## src/rtl/rtc_pkg.sv

```systemverilog
package rtc_pkg;
   localparam int unsigned BYTE_W   = 8;
   localparam int unsigned IDX_W    = 4;
   localparam int unsigned IDX_A    = 10;
   localparam int unsigned IDX_B    = 11;
   localparam int unsigned IDX_C    = 12;
   localparam int unsigned IDX_D    = 13;
   localparam int unsigned IDX_TOP  = IDX_D;
   localparam int unsigned UIP_POS  = 7;
   localparam int unsigned PIE_POS  = 6;
   localparam int unsigned SQW_POS  = 3;
   localparam logic [BYTE_W-1:0] A_RESET  = 8'h26;
   localparam logic [BYTE_W-1:0] B_RESET  = 8'h46;
   localparam logic [BYTE_W-1:0] B_FIXED  = 8'h06;
   localparam logic [BYTE_W-1:0] UIP_MASK = BYTE_W'(1 << UIP_POS);
   localparam logic [BYTE_W-1:0] B_FREE   = BYTE_W'((1 << PIE_POS) | (1 << SQW_POS));

   typedef enum logic {
      PORT_INDEX = 1'b0,
      PORT_DATA  = 1'b1
   } port_e;
endpackage

```

## src/rtl/rtc_index_reg.sv

```systemverilog
module rtc_index_reg
   import rtc_pkg::*;
#(
   parameter int unsigned W   = IDX_W,
   parameter int unsigned TOP = IDX_TOP
)(
   input  logic              clk,
   input  logic              rst_n,
   input  logic              wr,
   input  logic [BYTE_W-1:0] wdata,
   output logic [W-1:0]      idx_q,
   output logic              reject
);
   localparam logic [BYTE_W-1:0] TOP_B = BYTE_W'(TOP);

   if (TOP >= (1 << W)) begin : g_bad_width
      $error("rtc_index_reg: index width too small for TOP");
   end

   logic over;
   assign over   = wdata > TOP_B;
   assign reject = wr && over;

   always_ff @(posedge clk) begin
      if (!rst_n)
         idx_q <= '0;
      else if (wr && !over)
         idx_q <= wdata[W-1:0];
   end


   bad_idx_hold_chk: assert property (@(posedge clk) disable iff (!rst_n)
      (wr && over) |=> $stable(idx_q));
endmodule

```

## src/rtl/rtc_time_store.sv

```systemverilog
module rtc_time_store
   import rtc_pkg::*;
#(
   parameter int unsigned N = IDX_A,
   parameter int unsigned W = IDX_W
)(
   input  logic              clk,
   input  logic              rst_n,
   input  logic              wr,
   input  logic [W-1:0]      idx,
   input  logic [BYTE_W-1:0] wdata,
   output logic [BYTE_W-1:0] rd_byte
);
   if (N == 0 || N > (1 << W)) begin : g_bad_depth
      $error("rtc_time_store: depth out of range");
   end

   logic [BYTE_W-1:0] mem [N];

   for (genvar g = 0; g < N; g++) begin : g_byte
      always_ff @(posedge clk) begin
         if (!rst_n)
            mem[g] <= '0;
         else if (wr && idx == W'(g))
            mem[g] <= wdata;
      end
   end

   always_comb begin
      rd_byte = '0;
      for (int i = 0; i < N; i++)
         if (idx == W'(i))
            rd_byte = mem[i];
   end


   store_wr_chk: assert property (@(posedge clk) disable iff (!rst_n)
      wr |=> (idx != $past(idx)) || (rd_byte == $past(wdata)));
endmodule

```

## src/rtl/rtc_status.sv

```systemverilog
module rtc_status
   import rtc_pkg::*;
(
   input  logic              clk,
   input  logic              rst_n,
   input  logic              wr,
   input  logic              rd,
   input  logic [IDX_W-1:0]  idx,
   input  logic [BYTE_W-1:0] wdata,
   output logic [BYTE_W-1:0] rd_val,
   output logic              reject,
   output logic              pie_start,
   output logic              pie_stop
);
   logic sel_a, sel_b, sel_cd;
   logic a_ok, b_ok;
   logic [BYTE_W-1:0] reg_a, reg_b;

   assign sel_a  = idx == IDX_W'(IDX_A);
   assign sel_b  = idx == IDX_W'(IDX_B);
   assign sel_cd = (idx == IDX_W'(IDX_C)) || (idx == IDX_W'(IDX_D));
   assign a_ok   = wdata == A_RESET;
   assign b_ok   = (wdata & ~B_FREE) == B_FIXED;

   assign reject    = wr && ((sel_a && !a_ok) || (sel_b && !b_ok) || sel_cd);
   assign pie_start = wr && sel_b && b_ok &&  wdata[PIE_POS];
   assign pie_stop  = wr && sel_b && b_ok && !wdata[PIE_POS];

   always_ff @(posedge clk) begin
      if (!rst_n) begin
         reg_a <= A_RESET;
         reg_b <= B_RESET;
      end else begin
         if (rd && sel_a)
            reg_a <= reg_a ^ UIP_MASK;
         else if (wr && sel_a && a_ok)
            reg_a <= wdata;
         if (wr && sel_b && b_ok)
            reg_b <= wdata;
      end
   end

   always_comb begin
      if (sel_a)      rd_val = reg_a ^ UIP_MASK;
      else if (sel_b) rd_val = reg_b;
      else            rd_val = '0;
   end


   uip_flip_chk: assert property (@(posedge clk) disable iff (!rst_n)
      (rd && sel_a) |=> reg_a[UIP_POS] != $past(reg_a[UIP_POS]));

   a_refuse_chk: assert property (@(posedge clk) disable iff (!rst_n)
      (wr && sel_a && wdata != A_RESET) |=> $stable(reg_a));

   b_refuse_chk: assert property (@(posedge clk) disable iff (!rst_n)
      (wr && sel_b && !b_ok) |=> $stable(reg_b));
endmodule

```

## src/rtl/rtc_tick.sv

```systemverilog
module rtc_tick #(
   parameter int unsigned TICK_CYCLES = 32
)(
   input  logic clk,
   input  logic rst_n,
   input  logic start,
   input  logic stop,
   output logic irq
);
   localparam int unsigned CNT_W = (TICK_CYCLES > 1) ? $clog2(TICK_CYCLES) : 1;
   localparam logic [CNT_W-1:0] CNT_LAST = CNT_W'(TICK_CYCLES - 1);

   if (TICK_CYCLES < 2) begin : g_bad_tick
      $error("rtc_tick: TICK_CYCLES must be at least 2");
   end

   logic             running;
   logic [CNT_W-1:0] cnt;

   always_ff @(posedge clk) begin
      if (!rst_n) begin
         running <= 1'b1;
         cnt     <= '0;
         irq     <= 1'b0;
      end else if (stop) begin
         running <= 1'b0;
         cnt     <= '0;
         irq     <= 1'b0;
      end else if (start && !running) begin
         running <= 1'b1;
         cnt     <= '0;
         irq     <= 1'b0;
      end else if (running) begin
         if (cnt == CNT_LAST) begin
            cnt <= '0;
            irq <= 1'b1;
         end else begin
            cnt <= cnt + 1'b1;
            irq <= 1'b0;
         end
      end else begin
         irq <= 1'b0;
      end
   end


   irq_single_chk: assert property (@(posedge clk) disable iff (!rst_n)
      irq |=> !irq);

   stop_quiet_chk: assert property (@(posedge clk) disable iff (!rst_n)
      stop |=> !irq && !running);

   start_fresh_chk: assert property (@(posedge clk) disable iff (!rst_n)
      (start && !stop && !running) |=> running && !irq);
endmodule

```

## src/rtl/rtc_regif.sv

```systemverilog
module rtc_regif
   import rtc_pkg::*;
#(
   parameter int unsigned TICK_CYCLES = 32
)(
   input  logic              clk,
   input  logic              rst_n,
   input  logic              bus_en,
   input  logic              bus_we,
   input  logic              bus_port,
   input  logic [BYTE_W-1:0] bus_wdata,
   output logic [BYTE_W-1:0] bus_rdata,
   output logic              bus_rvalid,
   output logic              acc_err,
   output logic              pi_irq
);
   localparam int unsigned TIME_BYTES = IDX_A;

   logic wr_idx, rd_idx, wr_dat, rd_dat, in_time;
   logic [IDX_W-1:0]  idx;
   logic [BYTE_W-1:0] store_byte, stat_byte;
   logic idx_reject, stat_reject, pie_start, pie_stop;

   assign wr_idx  = bus_en &&  bus_we && (bus_port == PORT_INDEX);
   assign rd_idx  = bus_en && !bus_we && (bus_port == PORT_INDEX);
   assign wr_dat  = bus_en &&  bus_we && (bus_port == PORT_DATA);
   assign rd_dat  = bus_en && !bus_we && (bus_port == PORT_DATA);
   assign in_time = idx < IDX_W'(TIME_BYTES);

   rtc_index_reg #(.W(IDX_W), .TOP(IDX_TOP)) u_index (
      .clk(clk), .rst_n(rst_n), .wr(wr_idx), .wdata(bus_wdata),
      .idx_q(idx), .reject(idx_reject)
   );

   rtc_time_store #(.N(TIME_BYTES), .W(IDX_W)) u_store (
      .clk(clk), .rst_n(rst_n), .wr(wr_dat && in_time), .idx(idx),
      .wdata(bus_wdata), .rd_byte(store_byte)
   );

   rtc_status u_status (
      .clk(clk), .rst_n(rst_n), .wr(wr_dat && !in_time),
      .rd(rd_dat && !in_time), .idx(idx), .wdata(bus_wdata),
      .rd_val(stat_byte), .reject(stat_reject),
      .pie_start(pie_start), .pie_stop(pie_stop)
   );

   rtc_tick #(.TICK_CYCLES(TICK_CYCLES)) u_tick (
      .clk(clk), .rst_n(rst_n), .start(pie_start), .stop(pie_stop),
      .irq(pi_irq)
   );

   always_ff @(posedge clk) begin
      if (!rst_n) begin
         bus_rdata  <= '0;
         bus_rvalid <= 1'b0;
         acc_err    <= 1'b0;
      end else begin
         bus_rvalid <= rd_idx || rd_dat;
         acc_err    <= idx_reject || stat_reject;
         if (rd_idx)
            bus_rdata <= {{(BYTE_W-IDX_W){1'b0}}, idx};
         else if (rd_dat)
            bus_rdata <= in_time ? store_byte : stat_byte;
      end
   end


   cd_zero_chk: assert property (@(posedge clk) disable iff (!rst_n)
      (rd_dat && idx >= IDX_W'(IDX_C)) |=> bus_rdata == '0);

   read_valid_chk: assert property (@(posedge clk) disable iff (!rst_n)
      (rd_dat || rd_idx) |=> bus_rvalid);
endmodule

```

## config.mk

```make
export PLATFORM = sky130hd
export DESIGN_NAME = rtc_regif
export DESIGN_NICKNAME = d
export VERILOG_FILES = /design/src/rtl/rtc_pkg.sv /design/src/rtl/rtc_index_reg.sv /design/src/rtl/rtc_time_store.sv /design/src/rtl/rtc_status.sv /design/src/rtl/rtc_tick.sv /design/src/rtl/rtc_regif.sv
export SDC_FILE = /design/constraint.sdc
export NUM_CORES = 1
export LEC_CHECK = 0
export BUFFER_PORTS_ARGS = -buffer_cell sky130_fd_sc_hd__buf_2
export CAP_MARGIN = 20
export CORE_ASPECT_RATIO = 1.5
export CORE_MARGIN = 1.5
export CORE_UTILIZATION = 45
export DETAILED_ROUTE_END_ITERATION = 6
export GPL_TIMING_DRIVEN = 0
export SLEW_MARGIN = 20
export SYNTH_ARGS = -nofsm -noshare
export SYNTH_HDL_FRONTEND = slang
export SYNTH_SLANG_ARGS = --single-unit
export TNS_END_PERCENT = 20
```

## constraint.sdc

```tcl
create_clock -name clk -period 2.45 [get_ports clk]
set_input_delay 0.245 -clock clk [delete_from_list [all_inputs] [get_ports clk]]
set_output_delay 0.245 -clock clk [all_outputs]
set_load 0.03 [all_outputs]
```

==> flow_summary_export.csv, run 1 <==
group,metric,value,unit
power,power_leakage,2.41,nW
finish,nets,592,
sta,fin_ws,0.167,ns
finish,syn_to_final_growth,16.1,%
detailed_routing,detailroute.via_count,4317,
yosys,synth.yosys.seq_area_share,54.9,%
yosys,synth_area_per_cell,10.7,sq um
cts,cts.reportedPaths.clkPinSlew,0.06,ns
power,irDropWorstVdd,0.298,mV
detailed_routing,drt-initial-drc-count,337,
worst_hold_path,worstHoldPathType,"in2reg",
sta,final_period_minus_worst_setup_slack,2.28,ns
critical_path,cp-end-kind,"register",
sta,min_period_over_period,93.2,%
grt,global_route.usage.total,25.0,%
detailed_routing,drt_pass1_iterations,5,
yosys,synth-seq-cells,117,
die,design.portCount,24,
sta,clock_skew,0.00867,ns
yosys,synthTopCellsByArea,"sky130_fd_sc_hd__edfxtp_1 (42%), sky130_fd_sc_hd__dfxtp_1 (13%), sky130_fd_sc_hd__and2_1 (8.5%), sky130_fd_sc_hd__mux2i_1 (3.1%), sky130_fd_sc_hd__o21ai_0 (3.0%)",
detailed_routing,finalWirelength,15700,microns
die,dieArea,13400,sq um
cts,insertion_delay,0.41,ns
sta,maxSlewHeadroom,41.5,%
grt,grt_antenna_before_repair,0,
yosys,yosysTopAreaCell,"sky130_fd_sc_hd__edfxtp_1",
yosys,yosysWarningCount,0,
yosys,synth_edf_count,80,
place,routabilityCongestion,0.865,
grt,first_global_vias,4278,
sta,finalSetupViolations,0,
cts,cts_made_buffers,17,
critical_path,critical_path.max_fanout,10,
detailed_routing,drtAntennaViolNets,0,
place,port-buffer-count,23,
finish,antenna-diode-count,0,
finish,layout-drive-gt1-share,15.3,%
detailed_routing,route.detailed.drc,0,
yosys,yosys_most_used_dff,"sky130_fd_sc_hd__edfxtp_1",
yosys,syn-instance-count,534,
detailed_routing,post_drt_wl_per_cell,21.1,microns
yosys,synth_top_area_share,42.0,%
die,floorplan.initialDensity,46.0,%
cts,tritoncts_num_sinks,117,
cts,cts_root_buf,"sky130_fd_sc_hd__clkbuf_16",
die,chipHeight,141,microns
critical_path,critPathKind,"reg2reg",
sta,max_slew.worst_pin.slew,0.874,ns
cts,cts_buffer_depth,2,
yosys,synth_area,5720,sq um
die,row_count,50,
sta,unrepaired_setup_endpoints_after_global_routing,"no",
place,dp_worst_setup_slack,-0.138,ns
detailed_routing,avgViaCountPerCell,5.79,
power,power_per_cell_area,743,nW/um^2
die,core_region_area,12400,sq um
cts,tritoncts,"yes",
sta,maxSlewViolCount,0,
cts,postCtsSetupRepairBufs,0,
sta,final_hold_viol_count,0,
place,place_hpwl,11100,microns
yosys,synth_fp_nets,549,
yosys,synth.distinct_cells,64,
critical_path,cp.required,2.49,ns
status,run_status,"completed",
grt,wire_length_of_the_first_global_routing_pass,24200,microns
cts,cts_hold_buf,0,
yosys,asyncSetResetFlopFracSynth,0,%
power,totalPowerFinal,4.94,mW
sta,totalNegativeSetupSlack,0,ns
cts,cts-htree-levels,4,
critical_path,worst_r2r_path_depth,6,
sta,fmax,438,MHz
die,chipWidth,95.1,microns
run,max_cap_viol_count,0,
critical_path,arrival,2.32,ns
critical_path,setup.worst_path.start_class,"register",
grt,largest_net_degree_at_the_start_of_global_routing,17,
grt,grt_overflow,0,
worst_hold_path,timing.hold.worst_path_depth,3,
==> registers in the layout, summed over array words and instances, names as in the netlist <==
name            cells
u_status.reg_b      8
u_store.mem        80
u_status.reg_a      8
u_index.idx_q       4
u_tick.irq          1
u_tick.running      1
u_tick.cnt          5
bus_rdata           8
bus_rvalid          1
acc_err             1
==> cell families (layout without fill, tap and decap cells) <==
kind of cell	Yosys count	after routing	share of synthesized area, %
AND/OR/NAND/NOR	230	230	22.2
AO/OA/AOI/OAI	119	119	13.5
flip-flops	117	117	54.9
buffers and inverters	42	98	3.65
multiplexers	24	24	5.31
adder cells (fa/ha/maj)	2	2	0.437
==> repair_timing <==
| action | CTS | global route |
|---|---|---|
| resized for setup | 2 | 0 |
| endpoints found under the setup margin | 16 | 0 |
| endpoints found under the hold margin | 0 | 0 |
==> layout make-up <==
class,count,area [sq um]
Clock inverter,14,175
Fill cell,1115,5810
Inverter,7,26.3
Multi-Input combinational cell,375,2370
Sequential cell,117,3140
Tap cell,156,195
Timing Repair Buffer,24,120
Clock buffer,18,429
Buffer,35,183
==> where the power goes <==
group	total [mW]	internal [mW]	switching (mW)
combinational	0.196	0.0550	0.141
sequential	2.18	2.16	0.0204
clock	2.56	1.61	0.950
==> metal layers <==
metal  part of all wire (%)  GRT usage [%]  up-vias
met5                      0              0        -
met4                    4.0           12.3        0
met1                     40           29.2     2079
met3                    5.0           5.02       40
met2                     51           42.8      165
li1                       -              -     2033
==> path summary, 6_finish.rpt <==
check / start / to / slack [ns]
worst max-delay path: u_index.idx_q[0] / u_store.mem[4][13] / 0.17
worst min-delay path: bus_wdata[0] / u_index.idx_q[0] / 0.13
worst max register to register: u_index.idx_q[0] / u_store.mem[4][13] / 0.17
worst min register to register: u_status.reg_b[2] / u_status.reg_b[2] / 0.44
==> worst max-delay path: stages (launching register included) <==
cell	delay, ns
sky130_fd_sc_hd__dfxtp_1	0.33
sky130_fd_sc_hd__buf_4	0.21
sky130_fd_sc_hd__nand2b_1	0.07
sky130_fd_sc_hd__buf_2	0.20
sky130_fd_sc_hd__or2_1	0.23
sky130_fd_sc_hd__clkbuf_1	0.20
sky130_fd_sc_hd__o21ai_1	0.65
==> synth_stat cells (all sizes together), types with 3 or more instances <==
library cell,count
clkbuf,17
or3b,3
and3,8
inv,5
dfxtp,37
nor2,36
mux4,5
and2,78
nand3b,3
a21o,3
o211ai,10
edfxtp,80
or2,6
nor2b,6
nand2,40
a21oi,24
a31oi,6
o21ai,43
o21a,4
nor3,12
a221oi,4
o22ai,5
nor3b,3
mux2i,18
nand3,10
buf,18
nand2b,16
==> placed cells by master, fill, tap and decap left out, drive strengths merged, types with 4 or more instances in the layout <==
cell and n:
nor2 36, edfxtp 80, dfxtp 37, o21a 4, and3 8, mux4 5
and2 78, nand3 10, nor2b 6, inv 9, a221oi 4, o21ai 43
o211ai 10, nand2b 16, clkinv 7, nand2 40, clkbuf 35, a31oi 6
mux2i 18, buf 42, a21oi 24, o22ai 5, or2 6, nor3 12
==> metrics by stage <==
step | util, % | hold WS [ns] | std cells | instance area, sq um
finish | 53.4 | 0.127 | 746 | 6640
global route | 53.4 | 0.138 | 746 | 6640
detailed placement | 48.5 | 0.434 | 714 | 6040
CTS | 53.4 | 0.117 | 746 | 6640
global placement | 48.5 | 0.425 | 713 | 6030
floorplan | - | 0.389 | 534 | 5720
Note: power is estimated with default switching activity, not from simulation.
==> run 2: changes to the inputs <==
--- a/config.mk
+++ b/config.mk
@@ -15,5 +15,6 @@
 export SLEW_MARGIN = 20
 export SYNTH_ARGS = -nofsm -noshare
 export SYNTH_HDL_FRONTEND = slang
+export SYNTH_HIERARCHICAL = 1
 export SYNTH_SLANG_ARGS = --single-unit
 export TNS_END_PERCENT = 20
==> flow_summary_export.csv, run 2 <==
group,metric,value,unit
yosys,yosys_most_used_dff,"sky130_fd_sc_hd__edfxtp_1",
sta,clock_skew,0.00807,ns
finish,seqCellArea,3150,sq um
finish,area_taken_by_multi_input_logic_gates,2570,sq um
yosys,syn-instance-count,488,
die,floorplan.initialDensity,46.3,%
critical_path,setup.worst_path.start_class,"register",
yosys,synth-seq-cells,117,
yosys,synth_area_per_cell,11.9,sq um
power,irDropWorstVdd,0.508,mV
finish,num-fill-cells,1105,
cts,cts.reportedPaths.clkPinSlew,0.05,ns
die,chipHeight,142,microns
finish,layout-drive-gt1-share,23.8,%
sta,final_hold_viol_count,0,
detailed_routing,avgViaCountPerCell,5.75,
worst_hold_path,timing.hold.worst_path_depth,3,
yosys,synth.distinct_cells,75,
grt,wire_length_of_the_first_global_routing_pass,22300,microns
die,core_region_area,12500,sq um
grt,gr-usage-met3,3.69,%
grt,first_global_vias,4266,
place,port-buffer-count,23,
grt,met1_track_utilization_from_global_routing,25.1,%
critical_path,arrival,2.66,ns
sta,maxSlewHeadroom,35.5,%
critical_path,worst_r2r_path_depth,7,
finish,syn_to_final_growth,18.2,%
place,place_hpwl,10100,microns
finish,largest_register_ff_count,80,
critical_path,critical_path.max_fanout,10,
sta,finalSetupViolations,0,
finish,max_flop_register,"u_store/mem",
sta,fmax,426,MHz
yosys,synth_edf_count,80,
sta,final_period_minus_worst_setup_slack,2.35,ns
detailed_routing,drt-initial-drc-count,245,
grt,grt_antenna_before_repair,0,
die,chipWidth,95.7,microns
yosys,synth_fp_nets,503,
die,row_count,50,
detailed_routing,route.detailed.drc,0,
yosys,synth_area,5800,sq um
detailed_routing,detailroute.via_count,4040,
status,run_status,"completed",
cts,cts-htree-levels,4,
yosys,yosysTopAreaCell,"sky130_fd_sc_hd__edfxtp_1",
cts,cts_root_buf,"sky130_fd_sc_hd__clkbuf_16",
finish,final_cell_area,6850,sq um
critical_path,critPathKind,"reg2reg",
finish,antenna-diode-count,0,
detailed_routing,drtAntennaViolNets,0,
detailed_routing,drt_pass1_iterations,5,
worst_hold_path,worstHoldPathType,"in2reg",
finish,layout.cells.most_common_list,"sky130_fd_sc_hd__and2_1 (81), sky130_fd_sc_hd__edfxtp_1 (80), sky130_fd_sc_hd__dfxtp_1 (33), sky130_fd_sc_hd__buf_2 (32), sky130_fd_sc_hd__nand2_1 (26)",
grt,largest_net_degree_at_the_start_of_global_routing,24,
power,power_leakage,2.59,nW
yosys,asyncSetResetFlopFracSynth,0,%
critical_path,cp.required,2.76,ns
die,design.portCount,24,
sta,maxSlewViolCount,0,
cts,cts_buffer_depth,2,
yosys,synth.yosys.seq_area_share,54.2,%
yosys,synth_most_common_cell,"sky130_fd_sc_hd__and2_1",
sta,max_slew.worst_pin.slew,0.967,ns
finish,nets,548,
yosys,yosysWarningCount,6,
sta,unrepaired_setup_endpoints_after_global_routing,"no",
run,max_cap_viol_count,0,
grt,grt_overflow,0,
cts,insertion_delay,0.41,ns
sta,min_period_over_period,95.8,%
finish,layout_commonest_cell,"sky130_fd_sc_hd__and2_1",
detailed_routing,post_drt_wl_per_cell,20.5,microns
cts,cts_hold_buf,0,
grt,top_usage_layer,"met2",
grt,gr-usage-met2,40.3,%
yosys,synthTopCellsByArea,"sky130_fd_sc_hd__edfxtp_1 (41%), sky130_fd_sc_hd__dfxtp_1 (13%), sky130_fd_sc_hd__and2_1 (8.7%), sky130_fd_sc_hd__mux2i_1 (4.0%), sky130_fd_sc_hd__nand2_1 (1.7%)",
cts,tritoncts,"yes",
cts,tritoncts_num_sinks,117,
place,routabilityCongestion,0.900,
cts,cts_made_buffers,17,
power,power_per_cell_area,717,nW/um^2
sta,totalNegativeSetupSlack,0,ns
yosys,netlist_top_cells_count,"sky130_fd_sc_hd__and2_1 (81), sky130_fd_sc_hd__edfxtp_1 (80), sky130_fd_sc_hd__dfxtp_1 (37)",
die,dieArea,13600,sq um
place,post_dp_cell_area,6110,sq um
grt,global_route.usage.total,22.8,%
yosys,synth_top_area_share,41.5,%
detailed_routing,finalWirelength,14400,microns
critical_path,cp-end-kind,"register",
==> run 2: repair_timing <==
action,in CTS,in global routing
gates resized for setup,18,8
pin swaps,2,0
endpoints found under the setup margin,107,61
gates cloned,0,0
buffers inserted,3,0
==> run 2: cell type report <==
type                       count  area share, %
sequential                   117           46.0
tap                          156           2.85
clock inverter                 6          0.822
buffer                        23           2.30
inverter                       5          0.274
timing repair buffer          26           2.19
clock buffer                  26           8.09
multi-input combinational    343           37.5
==> run 2: path summary, 6_finish.rpt <==
check	start	endpoint	slack, ns
max	u_index/idx_q[0]	bus_rdata[2]	0.10
min	bus_wdata[0]	u_index/idx_q[0]	0.24
max reg2reg	u_index/idx_q[0]	bus_rdata[2]	0.10
min reg2reg	u_status/reg_b[2]	u_status/reg_b[2]	0.45
==> run 2: power breakdown <==
group / switching (mW) / internal, mW
Combinational: 0.160 / 0.0757
Clock: 0.838 / 1.66
Sequential: 0.0206 / 2.16
Total: 1.02 / 3.90
==> run 2: routing by layer <==
layer / part of all wire, % / vias to the layer above / routed length [microns]
met5: 0 / - / 0
met4: 5.0 / 0 / 722
met3: 3.8 / 39 / 545
met2: 52 / 107 / 7510
met1: 39 / 1989 / 5600
li1: - / 1905 / -
==> run 2: per-stage QoR <==
stage,hold WS [ns],setup slack (ns),util (%),power [mW],cells
detailed placement,0.436,-0.745,48.8,2.44,667
finish,0.242,0.103,54.8,4.91,702
global placement,0.437,-0.785,48.8,2.44,667
global route,0.258,0.0177,54.8,5.03,702
CTS,0.237,0.000433,54.5,4.93,702
floorplan,0.321,-0.0106,-,2.34,488
==> run 2: kinds of logic after synthesis <==
kind of cell    count (synthesis)  share of synthesized area, %
flops                         117                          54.2
mux                            33                          6.43
fa+ha+maj                       2                         0.432
compound gates                 85                          11.2
buf+inv                        28                          3.04
xor+xnor                        3                         0.453
simple gates                  220                          24.2
==> run 2: critical path, stage by stage, from the launching register on <==
cell                       delay (ns)
sky130_fd_sc_hd__dfxtp_2         0.43
sky130_fd_sc_hd__buf_4           0.22
sky130_fd_sc_hd__buf_4           0.25
sky130_fd_sc_hd__nand2_1         0.17
sky130_fd_sc_hd__o221ai_1        0.46
sky130_fd_sc_hd__a31o_1          0.24
sky130_fd_sc_hd__and3b_2         0.21
sky130_fd_sc_hd__o31ai_1         0.25
